[src/rtl/deadband_gen.sv]
module deadband_gen #(
  parameter int CNT_W = 10
) (
  input  logic             clk,
  input  logic             rst_n,
  input  logic             tb_en,
  input  logic             half_cyc,
  input  logic             in_a,
  input  logic             in_b,
  input  logic [1:0]       out_mode,
  input  logic [1:0]       pol_sel,
  input  logic [1:0]       in_mode,
  input  logic [1:0]       out_swap,
  input  logic             shd_en,
  input  logic             load_strb,
  input  logic [CNT_W-1:0] red_cfg,
  input  logic [CNT_W-1:0] fed_cfg,
  output logic             gate_a,
  output logic             gate_b
);

  logic             step, rs, fs;
  logic             ra_q, rb_q, red_src_q, fed_src_q, red_o, fed_o;
  logic [CNT_W-1:0] red_act, fed_act, red_cnt, fed_cnt;
  logic             path_a, path_b;

  assign step = half_cyc | tb_en;
  assign rs   = in_mode[0] ? in_b : in_a;
  assign fs   = in_mode[1] ? in_b : in_a;

  always_ff @(posedge clk or negedge rst_n) begin
    if (!rst_n) begin
      red_act <= '0;
      fed_act <= '0;
    end else if (!shd_en || load_strb) begin
      red_act <= red_cfg;
      fed_act <= fed_cfg;
    end
  end

  always_ff @(posedge clk or negedge rst_n) begin
    if (!rst_n) begin
      ra_q <= 1'b0;
      rb_q <= 1'b0;
    end else if (step) begin
      ra_q <= in_a;
      rb_q <= in_b;
    end
  end

  always_ff @(posedge clk or negedge rst_n) begin
    if (!rst_n) begin
      red_src_q <= 1'b0;
      red_o     <= 1'b0;
      red_cnt   <= '0;
    end else if (step) begin
      red_src_q <= rs;
      if (!rs) begin
        red_o   <= 1'b0;
        red_cnt <= '0;
      end else if (!red_src_q) begin
        if (red_act == '0) red_o <= 1'b1;
        else               red_cnt <= red_act;
      end else if (!red_o && red_cnt != '0) begin
        if (red_cnt == CNT_W'(1)) red_o <= 1'b1;
        red_cnt <= red_cnt - 1'b1;
      end
    end
  end

  always_ff @(posedge clk or negedge rst_n) begin
    if (!rst_n) begin
      fed_src_q <= 1'b0;
      fed_o     <= 1'b0;
      fed_cnt   <= '0;
    end else if (step) begin
      fed_src_q <= fs;
      if (fs) begin
        fed_o   <= 1'b1;
        fed_cnt <= '0;
      end else if (fed_src_q) begin
        if (fed_act == '0) fed_o <= 1'b0;
        else               fed_cnt <= fed_act;
      end else if (fed_o && fed_cnt != '0) begin
        if (fed_cnt == CNT_W'(1)) fed_o <= 1'b0;
        fed_cnt <= fed_cnt - 1'b1;
      end
    end
  end

  assign path_a = out_mode[1] ? (red_o ^ pol_sel[0]) : ra_q;
  assign path_b = out_mode[0] ? (fed_o ^ pol_sel[1]) : rb_q;
  assign gate_a = out_swap[0] ? path_b : path_a;
  assign gate_b = out_swap[1] ? path_a : path_b;

endmodule

[config.mk]
export PLATFORM = sky130hd
export DESIGN_NAME = deadband_gen
export DESIGN_NICKNAME = d
export VERILOG_FILES = /design/src/rtl/deadband_gen.sv
export SDC_FILE = /design/constraint.sdc
export NUM_CORES = 1
export LEC_CHECK = 0
export BUFFER_PORTS_ARGS = -buffer_cell sky130_fd_sc_hd__buf_4
export CELL_PAD_IN_SITES_DETAIL_PLACEMENT = 2
export CELL_PAD_IN_SITES_GLOBAL_PLACEMENT = 2
export CORE_ASPECT_RATIO = 0.8
export CORE_MARGIN = 2
export CORE_UTILIZATION = 36
export DETAILED_ROUTE_END_ITERATION = 12
export PLACE_DENSITY = 0.86
export SLEW_MARGIN = 5
export SYNTH_ARGS = -nofsm -noshare
export SYNTH_HDL_FRONTEND = slang
export SYNTH_SLANG_ARGS = --single-unit
[constraint.sdc]
create_clock -name clk -period 2.1 [get_ports clk]
set_input_delay 0.105 -clock clk [delete_from_list [all_inputs] [get_ports clk]]
set_output_delay 0.105 -clock clk [all_outputs]
set_load 0.005 [all_outputs]
After elaboration in Yosys (flattened, before gate mapping)
Index checks and enable logic that the tools add are counted.
- multiplexer cells: 24
- bitwise logic cells: 3
- reductions and logical operators: 15
- equality and inequality tests: 8
- add/subtract/negate cells: 2
- operators with widths (kind ; number):
    10-bit two-way mux ; 8
    10-bit by 1-bit equality test with 1-bit output, second input constant ; 2
    10-bit zero test ; 2
    10-bit nonzero test ; 2
    10-bit by 1-bit subtractor with 10-bit output, second input constant ; 2
    1-bit two-way mux ; 16
    3-bit by 2-bit != test with 1-bit output, second input constant ; 3
    4-bit AND reduction ; 2
    3-bit != test, second input constant ; 2
    3-bit AND reduction ; 2
    3-bit nonzero test ; 2
    3-bit by 1-bit != test with 1-bit output, second input constant ; 1
    1-bit logical AND ; 2
    1-bit zero test ; 2
    1-bit bitwise XOR ; 2
    1-bit logical OR ; 1
    1-bit OR ; 1
- bits in registers: 46
- input bits: 36
- output and inout port bits: 2
- logic and storage cells: 62

Depth between registers and ports, before layout
Gate-level depths: netlist of run 1.
- word-level depth: 5
- gate-level depth with buffers: 8
- depth with buffers taken out: 7

Least setup slack after synthesis of run 1
Ideal clock, no wire load.
- kind: register to register
- start point: register red_cnt[0]
- end point: register red_cnt[8]
- clock period less this slack: 1906 ps
- setup time: 134 ps
- buffers on the path: 0
- required time: 1966 ps
- cell stages (with the launch flop): 8
- arrival time: 1772 ps
- path slack: 194 ps
- cells stage by stage: dfrtp_1 > inv_1 > ha_1 > or3b_1 > or3_4 > o311ai_2 > a31o_2 > o31ai_1
- longest elaborated chain between the ends: 4
- elaborated cells between the ends (all ways): 8
- classes of those cells: add/sub (1); eq/ne (1); mux (3); reduce/logical (3)
- ends and longest elaborated chain (what ; RTL line ; text):
    start, declared ; 24 ; logic [CNT_W-1:0] red_act, fed_act, red_cnt, fed_cnt;
    start signal, assigned ; 63 ; else red_cnt <= red_act;
    start signal, assigned ; 66 ; red_cnt <= red_cnt - 1'b1;
    10-bit by 1-bit subtractor with 10-bit output / 10-bit nonzero test (equally long branches) ; 66, 64 ;
    10-bit two-way mux / 1-bit logical AND (equally long branches) ; 64 ; end else if (!red_o && red_cnt != '0) begin
    10-bit two-way mux / 3-bit by 2-bit != test with 1-bit output (equally long branches) ; - ;
    10-bit two-way mux / 3-bit AND reduction (equally long branches) ; - ;
Several ways; a longest one is shown, not always the timed one. The select of a mux whose other input is x is not followed.
A chain may end at the register's enable or synchronous reset.

Final worst setup path of run 1
- start point: register red_cnt[1]
- end point: register red_cnt[6]
Same word-level chain as after synthesis.

==> results of run 1 <==
==> synth_stat cells, drive strengths merged, types with 2 or more instances <==
library cell / number / share of area, %
dfrtp: 46 / 43
nor2: 26 / 3.7
o21ai: 26 / 4.9
mux2: 23 / 9.8
nand2: 13 / 2.2
nor3: 11 / 3.0
o31ai: 9 / 2.5
inv: 8 / 1.1
mux2i: 8 / 3.6
nand3: 8 / 1.5
a21oi: 7 / 1.3
nor3b: 6 / 1.7
a31oi: 5 / 1.2
clkbuf: 5 / 0.70
buf: 4 / 1.2
ha: 4 / 1.9
nor4: 4 / 0.93
o21a: 4 / 1.2
a22oi: 3 / 0.84
and3: 3 / 0.70
nand2b: 3 / 0.79
o211ai: 3 / 0.84
o311ai: 3 / 1.3
nand3b: 2 / 0.56
nand4: 2 / 0.47
nor2b: 2 / 0.47
or3b: 2 / 0.65
or4: 2 / 0.70
xnor2: 2 / 0.65
==> cells by family (layout without fill, tap and decap cells) <==
group / after synthesis / count (layout) / synth area share, %
fa+ha+maj: 4 / 4 / 1.87
xor+xnor: 2 / 2 / 0.653
flops: 46 / 46 / 42.9
buf+inv: 17 / 72 / 3.03
mux: 31 / 31 / 13.4
simple gates: 92 / 92 / 20.3
compound gates: 71 / 71 / 17.9
==> worst max-delay path, delay by kind of cell (launching register included) <==
| family | cells | cell delay (ns) |
|---|---|---|
| and+or+nand+nor | 3 | 0.94 |
| DFF | 1 | 0.39 |
| AOI/OAI and AO/OA | 2 | 0.29 |
| adders and majority gates | 1 | 0.16 |
| buffers and inverters | 1 | 0.11 |
==> metal layers <==
metal	part of all wire, %	up-vias	global-route usage [%]
li1	-	1096	-
met1	48	1236	31.8
met2	48	54	36.2
met3	4.3	4	2.84
met4	0.52	0	3.29
met5	0	-	0
==> layout make-up <==
type | count | area, um^2 | share of cell area (%)
clock buffers | 6 | 82.6 | 2.49
multi-input cells | 200 | 1500 | 45.2
well taps | 90 | 113 | 3.39
flip-flops and latches | 46 | 1150 | 34.7
repair buffers | 58 | 442 | 13.3
inverters | 8 | 30.0 | 0.905
==> what timing repair did <==
action / CTS / global route
endpoints found under the hold margin: 46 / 0
endpoints found under the setup margin: 3 / 20
hold buffers: 1 / 0
resized for setup: 2 / 9
setup buffers: 1 / 1
==> path summary, 6_finish.rpt <==
path | cells after the start | endpoint | slack [ns]
worst max-delay path | 7 | red_cnt[6] | 0.06
worst min-delay path | 3 | red_act[3] | 0.02
worst max register to register | 7 | red_cnt[6] | 0.06
min in group asynchronous | 2 | red_act[7] | 0.35
worst min register to register | 1 | ra_q | 0.52
max in group asynchronous | 2 | red_act[4] | 1.33
==> through the flow <==
step | cells | worst slack, ns
final | 408 | 0.0560
after global routing | 408 | 0.00231
after CTS | 407 | 0.00329
after detailed placement | 399 | 0.00820
after global placement | 399 | 0.123
after floorplan | 263 | 0.194
==> sequential cells by signal (all words and copies together) (netlist names) <==
name / count
red_cnt: 10
fed_src_q: 1
fed_cnt: 10
red_src_q: 1
fed_act: 10
red_act: 10
ra_q: 1
fed_o: 1
rb_q: 1
red_o: 1
==> power breakdown <==
part           internal, mW  switching, mW
logic                 0.511          0.588
clock network         0.255          0.304
registers              1.03          0.198
total                  1.80           1.09
==> impl_metrics.env, run 1 <==
export IMPL_finClkSkew_ns=0.00740
export IMPL_final_cell_mix="buf_4 (56), dfrtp_1 (46), o21ai_0 (25), nor2_1 (25), mux2_2 (22)"
export IMPL_ant_nets=0
export IMPL_antenna_found_initial=0
export IMPL_drc=0
export IMPL_yosysUniqueCellTypes=63
export IMPL_avgRoutedWirePerCell_um=20.6
export IMPL_cp_startpoint="red_cnt[1]"
export IMPL_start_util_pct=36.6
export IMPL_dpl_cell_area_um2=3160
export IMPL_vias_per_cell=5.86
export IMPL_areaGrowthSynthToFinish_pct=23.7
export IMPL_fin_total_pwr_mw=2.89
export IMPL_worstMarginPinSlew_ns=0.613
export IMPL_clock_root_buffer="clkbuf_8"
export IMPL_dp_hpwl_mm=5.94
export IMPL_avgSynthCellArea_um2=10.2
export IMPL_maxSlewHeadroom_pct=59.1
export IMPL_pin_count=38
export IMPL_cts_buffers=5
export IMPL_clk_path_buf_depth=2
export IMPL_num_rows=28
export IMPL_die_w_um=100
export IMPL_finalSetupTns_ns=0
export IMPL_crit_chain="inv_1 -> ha_4 -> or3b_1 -> or3_4 -> and4_4 -> a31oi_1 -> o311ai_1"
export IMPL_die_y_um=81.2
export IMPL_final_util_pct=45.3
export IMPL_crit_path_start_kind="flip-flop"
export IMPL_netlist_instances=263
export IMPL_die_area_um2=8160
export IMPL_hold_viol=0
export IMPL_setup_violations=0
export IMPL_core_um2=7320
export IMPL_via_count=2390
export IMPL_slowest_delay_ns=0.39
export IMPL_slowest_stage="dfrtp_1"
export IMPL_final_period_utilization_pct=97.3
export IMPL_slew_viol_final=0
export IMPL_nNetsFinal=359
export IMPL_clock_latency_ns=0.30
export IMPL_required_ns=2.26
export IMPL_cellLeakagePower_nw=1.42
export IMPL_port_buffers=37
export IMPL_r2r_start="red_cnt[1]"
export IMPL_ys_ff_latch=46
export IMPL_grt_overflow_total=0
export IMPL_synthFlopType="dfrtp_1"
export IMPL_drive_above_1_share_pct=35.8
export IMPL_grt_pass1_vias=2549
export IMPL_first_pass_iters=4
export IMPL_min_period_ns=2.04
export IMPL_arrival_ns=2.20
export IMPL_final_area_um2=3320
export IMPL_timing_hold_ws_ns=0.0181
export IMPL_nFillCells=790
export IMPL_grtUsageTotal_pct=22.0
export IMPL_cts_sinks=46
export IMPL_hp_class="in2reg"
export IMPL_clock_fmax_mhz=489
export IMPL_grt_max_degree=47
export IMPL_layout_commonest_cell="buf_4"
export IMPL_synth_edf_count=0
export IMPL_syn_area_um2=2680
export IMPL_routabilityCongestion=0.822
export IMPL_rsz0062_at_grt="no"
export IMPL_ys_warnings_count=0
export IMPL_htreeDepth=2
export IMPL_synth_async_reset_ratio_pct=100
export IMPL_detail_route_iter0_violations=96
export IMPL_vdd_drop_max_uv=295
export IMPL_ys_seq_area_share_pct=42.9
export IMPL_worstSetupEndpointType="flip-flop"
export IMPL_syn_nets=303
export IMPL_status="complete, no violations"
export IMPL_drt_wl_total_mm=8.42
export IMPL_critPathMaxFanout=4
export IMPL_cts_tree="done"
export IMPL_cap_violations=0
export IMPL_antennaDiodeCount=0
export IMPL_power_density_nw_per_um2=871
export IMPL_critPathKind="reg2reg"
export IMPL_min_from="red_cfg[3]"
export IMPL_grt_pass1_wl_mm=13.9
export IMPL_cts_clk_slew_worst_paths_ns=0.09
(Power assumes the default switching activity.)
==> run 2, diff against run 1 <==
Settings changed: GPL_TIMING_DRIVEN from default to 0.
==> impl_metrics.env, run 2 (same netlist as run 1, synthesis figures left out) <==
export IMPL_drive_above_1_share_pct=34.7
export IMPL_final_cell_mix="dfrtp_1 (45), buf_4 (43), nor2_1 (25)"
export IMPL_final_period_utilization_pct=96.8
export IMPL_status="complete, no violations"
export IMPL_routabilityCongestion=0.787
export IMPL_antenna_found_initial=0
export IMPL_avgRoutedWirePerCell_um=21.7
export IMPL_dp_hpwl_mm=5.84
export IMPL_critPathMaxFanout=4
export IMPL_die_area_um2=8160
export IMPL_critPathKind="reg2reg"
export IMPL_final_util_pct=45.2
export IMPL_nFillCells=784
export IMPL_hold_viol=0
export IMPL_clock_root_buffer="clkbuf_8"
export IMPL_finClkSkew_ns=0.00305
export IMPL_setup_ws_ns=0.0677
export IMPL_crit_chain="inv_2 -> ha_4 -> or3b_1 -> or3_4 -> o311ai_2 -> a31o_2 -> o31ai_1"
export IMPL_path_buf_inv=1
export IMPL_grtUsageTotal_pct=22.5
export IMPL_num_rows=28
export IMPL_clock_latency_ns=0.31
export IMPL_start_util_pct=36.6
export IMPL_port_buffers=37
export IMPL_cts_sinks=46
export IMPL_areaGrowthSynthToFinish_pct=23.6
export IMPL_antennaDiodeCount=0
export IMPL_die_w_um=100
export IMPL_crit_path_start_kind="flip-flop"
export IMPL_worstMarginPinSlew_ns=0.855
export IMPL_core_um2=7320
export IMPL_cts_tree="done"
export IMPL_grt_max_degree=47
export IMPL_slowest_stage="dfrtp_1"
export IMPL_detail_route_iter0_violations=109
export IMPL_final_area_um2=3310
export IMPL_layout_commonest_cell="dfrtp_1"
export IMPL_dpl_cell_area_um2=3070
export IMPL_clock_fmax_mhz=492
export IMPL_vdd_drop_max_uv=313
export IMPL_pin_count=38
export IMPL_first_pass_iters=4
export IMPL_nNetsFinal=353
export IMPL_cts_buffers=5
export IMPL_min_period_ns=2.03
export IMPL_ant_nets=0
export IMPL_critPathTopFamily="simple AND/OR/NAND/NOR gates"
export IMPL_power_density_nw_per_um2=891
export IMPL_cap_violations=0
export IMPL_clk_path_buf_depth=2
export IMPL_drt_wl_total_mm=8.75
export IMPL_cts_clk_slew_worst_paths_ns=0.09
export IMPL_pre_cts_ws_ns=-0.228
export IMPL_grt_pass1_wl_mm=14.0
export IMPL_drc=0
export IMPL_setup_violations=0
export IMPL_worstSetupEndpointType="flip-flop"
export IMPL_required_ns=2.28
export IMPL_arrival_ns=2.21
export IMPL_die_y_um=81.2
export IMPL_htreeDepth=2
export IMPL_maxSlewHeadroom_pct=43.0
export IMPL_hp_class="in2reg"
export IMPL_cellLeakagePower_nw=1.38
export IMPL_grt_pass1_vias=2561
export IMPL_slowest_delay_ns=0.41
export IMPL_grt_overflow_total=0
export IMPL_r2r_setup_slack_ns=0.07
export IMPL_fin_total_pwr_mw=2.95
export IMPL_slew_viol_final=0
export IMPL_via_count=2356
export IMPL_vias_per_cell=5.83
-- run 2: final cells by class --
type                       count  area [um^2]  area share (%)
buffer                         9         53.8            1.62
clock buffer                   7         86.3            2.61
clock inverter                 1         5.00           0.151
inverter                       8         30.0           0.906
multi-input combinational    200         1550            46.7
sequential                    46         1150            34.8
tap                           90          113            3.40
timing repair buffer          43          325            9.82
-- run 2: metrics by stage --
step | hold slack [ns] | TNS (ns) | std cells
2_1_floorplan | -0.191 | 0 | 263
6_report | 0.00848 | 0 | 404
5_1_grt | 0.00506 | -0.0102 | 404
3_3_place_gp | 0.157 | -1.05 | 390
3_5_place_dp | 0.164 | -3.10 | 390
4_1_cts | 0.00759 | 0 | 402
-- run 2: power breakdown --
part	internal, mW	switching, mW	leakage, nW
Sequential	1.04	0.222	0.563
Combinational	0.498	0.597	0.774
Clock	0.267	0.333	0.0482
-- run 2: per-layer routing --
layer | global-route usage (%) | vias up | share of wire, %
met4 | 5.89 | 0 | 0.99
met5 | 0 | - | 0
met2 | 36.4 | 52 | 47
met3 | 3.01 | 8 | 3.0
li1 | - | 1090 | -
met1 | 31.9 | 1206 | 49
-- run 2: repair_timing --
action,in CTS,in global routing
setup buffers,3,2
endpoints found under the hold margin,46,0
hold buffers,1,0
gates resized for setup,10,11
endpoints found under the setup margin,21,18
pin swaps,2,1
-- run 2: worst min-delay path: cells and delay by family --
family / cells / cell delay (ns)
AOI/OAI and AO/OA: 1 / 0.07
buffers and inverters: 1 / 0.08
and+or+nand+nor: 1 / 0.04
-- run 2: worst paths after layout --
kind,startpoint,to,cells past startpoint
min in group asynchronous,rst_n,red_cnt[3],2
hold reg to reg,rb_q,rb_q,1
setup reg to reg,red_cnt[0],red_cnt[8],7
setup / recovery,red_cnt[0],red_cnt[8],7
max in group asynchronous,rst_n,fed_cnt[0],2
hold / removal,red_cfg[3],red_act[3],3
==> run 3, diff against run 2 <==
Settings changed: CORE_UTILIZATION 36 to 30, PLACE_DENSITY 0.86 to 0.75.
==> impl_metrics.env, run 3 (same netlist as run 1, synthesis figures left out) <==
export IMPL_core_um2=8600
export IMPL_cellLeakagePower_nw=1.37
export IMPL_grt_pass1_vias=2578
export IMPL_vdd_drop_max_uv=251
export IMPL_dp_hpwl_mm=6.11
export IMPL_vias_per_cell=5.51
export IMPL_drc=0
export IMPL_port_buffers=37
export IMPL_worstMarginPinSlew_ns=0.899
export IMPL_drive_above_1_share_pct=34.1
export IMPL_fin_total_pwr_mw=2.89
export IMPL_routabilityCongestion=0.811
export IMPL_areaGrowthSynthToFinish_pct=23.8
export IMPL_cts_tree="done"
export IMPL_finalSetupTns_ns=0
export IMPL_grt_overflow_total=0
export IMPL_avgRoutedWirePerCell_um=20.7
export IMPL_cts_clk_slew_worst_paths_ns=0.09
export IMPL_critPathMaxFanout=7
export IMPL_cts_buffers=5
export IMPL_layout_commonest_cell="dfrtp_1"
export IMPL_drt_wl_total_mm=8.83
export IMPL_ant_nets=0
export IMPL_hp_class="in2reg"
export IMPL_clock_latency_ns=0.30
export IMPL_dp_cells=412
export IMPL_arrival_ns=2.24
export IMPL_num_rows=30
export IMPL_slew_viol_final=0
export IMPL_multi_input_area_um2=1540
export IMPL_min_period_ns=2.03
export IMPL_clock_fmax_mhz=492
export IMPL_regArea_um2=1150
export IMPL_maxSlewHeadroom_pct=40.1
export IMPL_die_area_um2=9720
export IMPL_nFillCells=919
export IMPL_hold_viol=0
export IMPL_first_pass_iters=4
export IMPL_htreeDepth=2
export IMPL_grt_max_degree=47
export IMPL_rsz0062_at_grt="yes"
export IMPL_clk_path_buf_depth=2
export IMPL_grtUsageTotal_pct=19.6
export IMPL_die_w_um=110
export IMPL_required_ns=2.31
export IMPL_antenna_found_initial=0
export IMPL_die_y_um=88.6
export IMPL_cts_sinks=46
export IMPL_slowest_delay_ns=0.40
export IMPL_nNetsFinal=354
export IMPL_power_density_nw_per_um2=871
export IMPL_crit_chain="inv_2 -> ha_4 -> nor3b_1 -> a41oi_2 -> o21a_2 -> buf_4 -> a31o_2 -> o31ai_1"
export IMPL_clock_root_buffer="clkbuf_8"
export IMPL_worstSetupEndpointType="flip-flop"
export IMPL_finClkSkew_ns=0.00432
export IMPL_crit_path_start_kind="flip-flop"
export IMPL_slowest_stage="dfrtp_1"
export IMPL_grt_pass1_wl_mm=14.2
export IMPL_status="complete, no violations"
export IMPL_stdcell_count=426
export IMPL_pin_count=38
export IMPL_detail_route_iter0_violations=83
export IMPL_final_cell_mix="dfrtp_1 (45), buf_4 (44), nor2_1 (25)"
export IMPL_cap_violations=0
export IMPL_setup_violations=0
export IMPL_start_util_pct=31.2
export IMPL_final_period_utilization_pct=96.8
export IMPL_antennaDiodeCount=0
export IMPL_via_count=2349
export IMPL_timing_hold_ws_ns=0.00472
export IMPL_critPathKind="reg2reg"
run 3: final timing paths:
| check | end | slack (ns) | startpoint | cells after the start |
|---|---|---|---|---|
| max | red_cnt[8] | 0.07 | red_cnt[0] | 8 |
| min | red_act[3] | 0.005 | red_cfg[3] | 3 |
| max reg2reg | red_cnt[8] | 0.07 | red_cnt[0] | 8 |
| min reg2reg | rb_q | 0.51 | rb_q | 1 |
| max in group asynchronous | fed_cnt[0] | 1.30 | rst_n | 2 |
| min in group asynchronous | fed_cnt[5] | 0.36 | rst_n | 2 |
run 3: what timing repair did:
action,4_1_cts,5_1_grt
setup buffers,3,3
setup endpoints to repair,18,20
endpoints found under the hold margin,46,0
pin swaps,2,1
gates resized for setup,7,16
hold buffers,1,0
run 3: routing by layer:
layer  wire (um)  global-route usage, %  up-vias  part of all wire (%)
met5           0                      0        -                     0
met4          61                   3.91        0                  0.69
met3         268                   3.17        5                   3.0
met2        4140                   31.9       42                    47
met1        4360                   27.6     1217                    49
li1            -                      -     1085                     -
run 3: area by class of cell:
cell class                      count  share of cell area (%)
Tap cell                          112                    4.22
Buffer                              9                    1.62
Sequential cell                    46                    34.7
Timing Repair Buffer               44                    10.0
Multi-Input combinational cell    200                    46.2
Clock buffer                        7                    2.30
Inverter                            8                   0.904
run 3: worst max-delay path: cells and delay by family (launching register included):
kind	cells	cell delay [ns]
AOI/OAI and AO/OA	4	0.80
adders and majority gates	1	0.15
buffers and inverters	2	0.25
DFF	1	0.40
and+or+nand+nor	1	0.34
run 3: per-stage QoR:
stage / worst slack [ns] / utilization [%] / cell area, um^2
floorplan: 0.194 / - / 2680
global placement: -0.180 / 36.1 / 3100
detailed placement: -0.221 / 36.1 / 3100
CTS: 0.00802 / 37.7 / 3240
global route: -0.0151 / 38.6 / 3320
finish: 0.0678 / 38.6 / 3320
run 3: power breakdown:
part	internal, mW	switching [mW]
sequential	1.04	0.211
clock	0.230	0.309
combinational	0.502	0.605
total	1.77	1.12
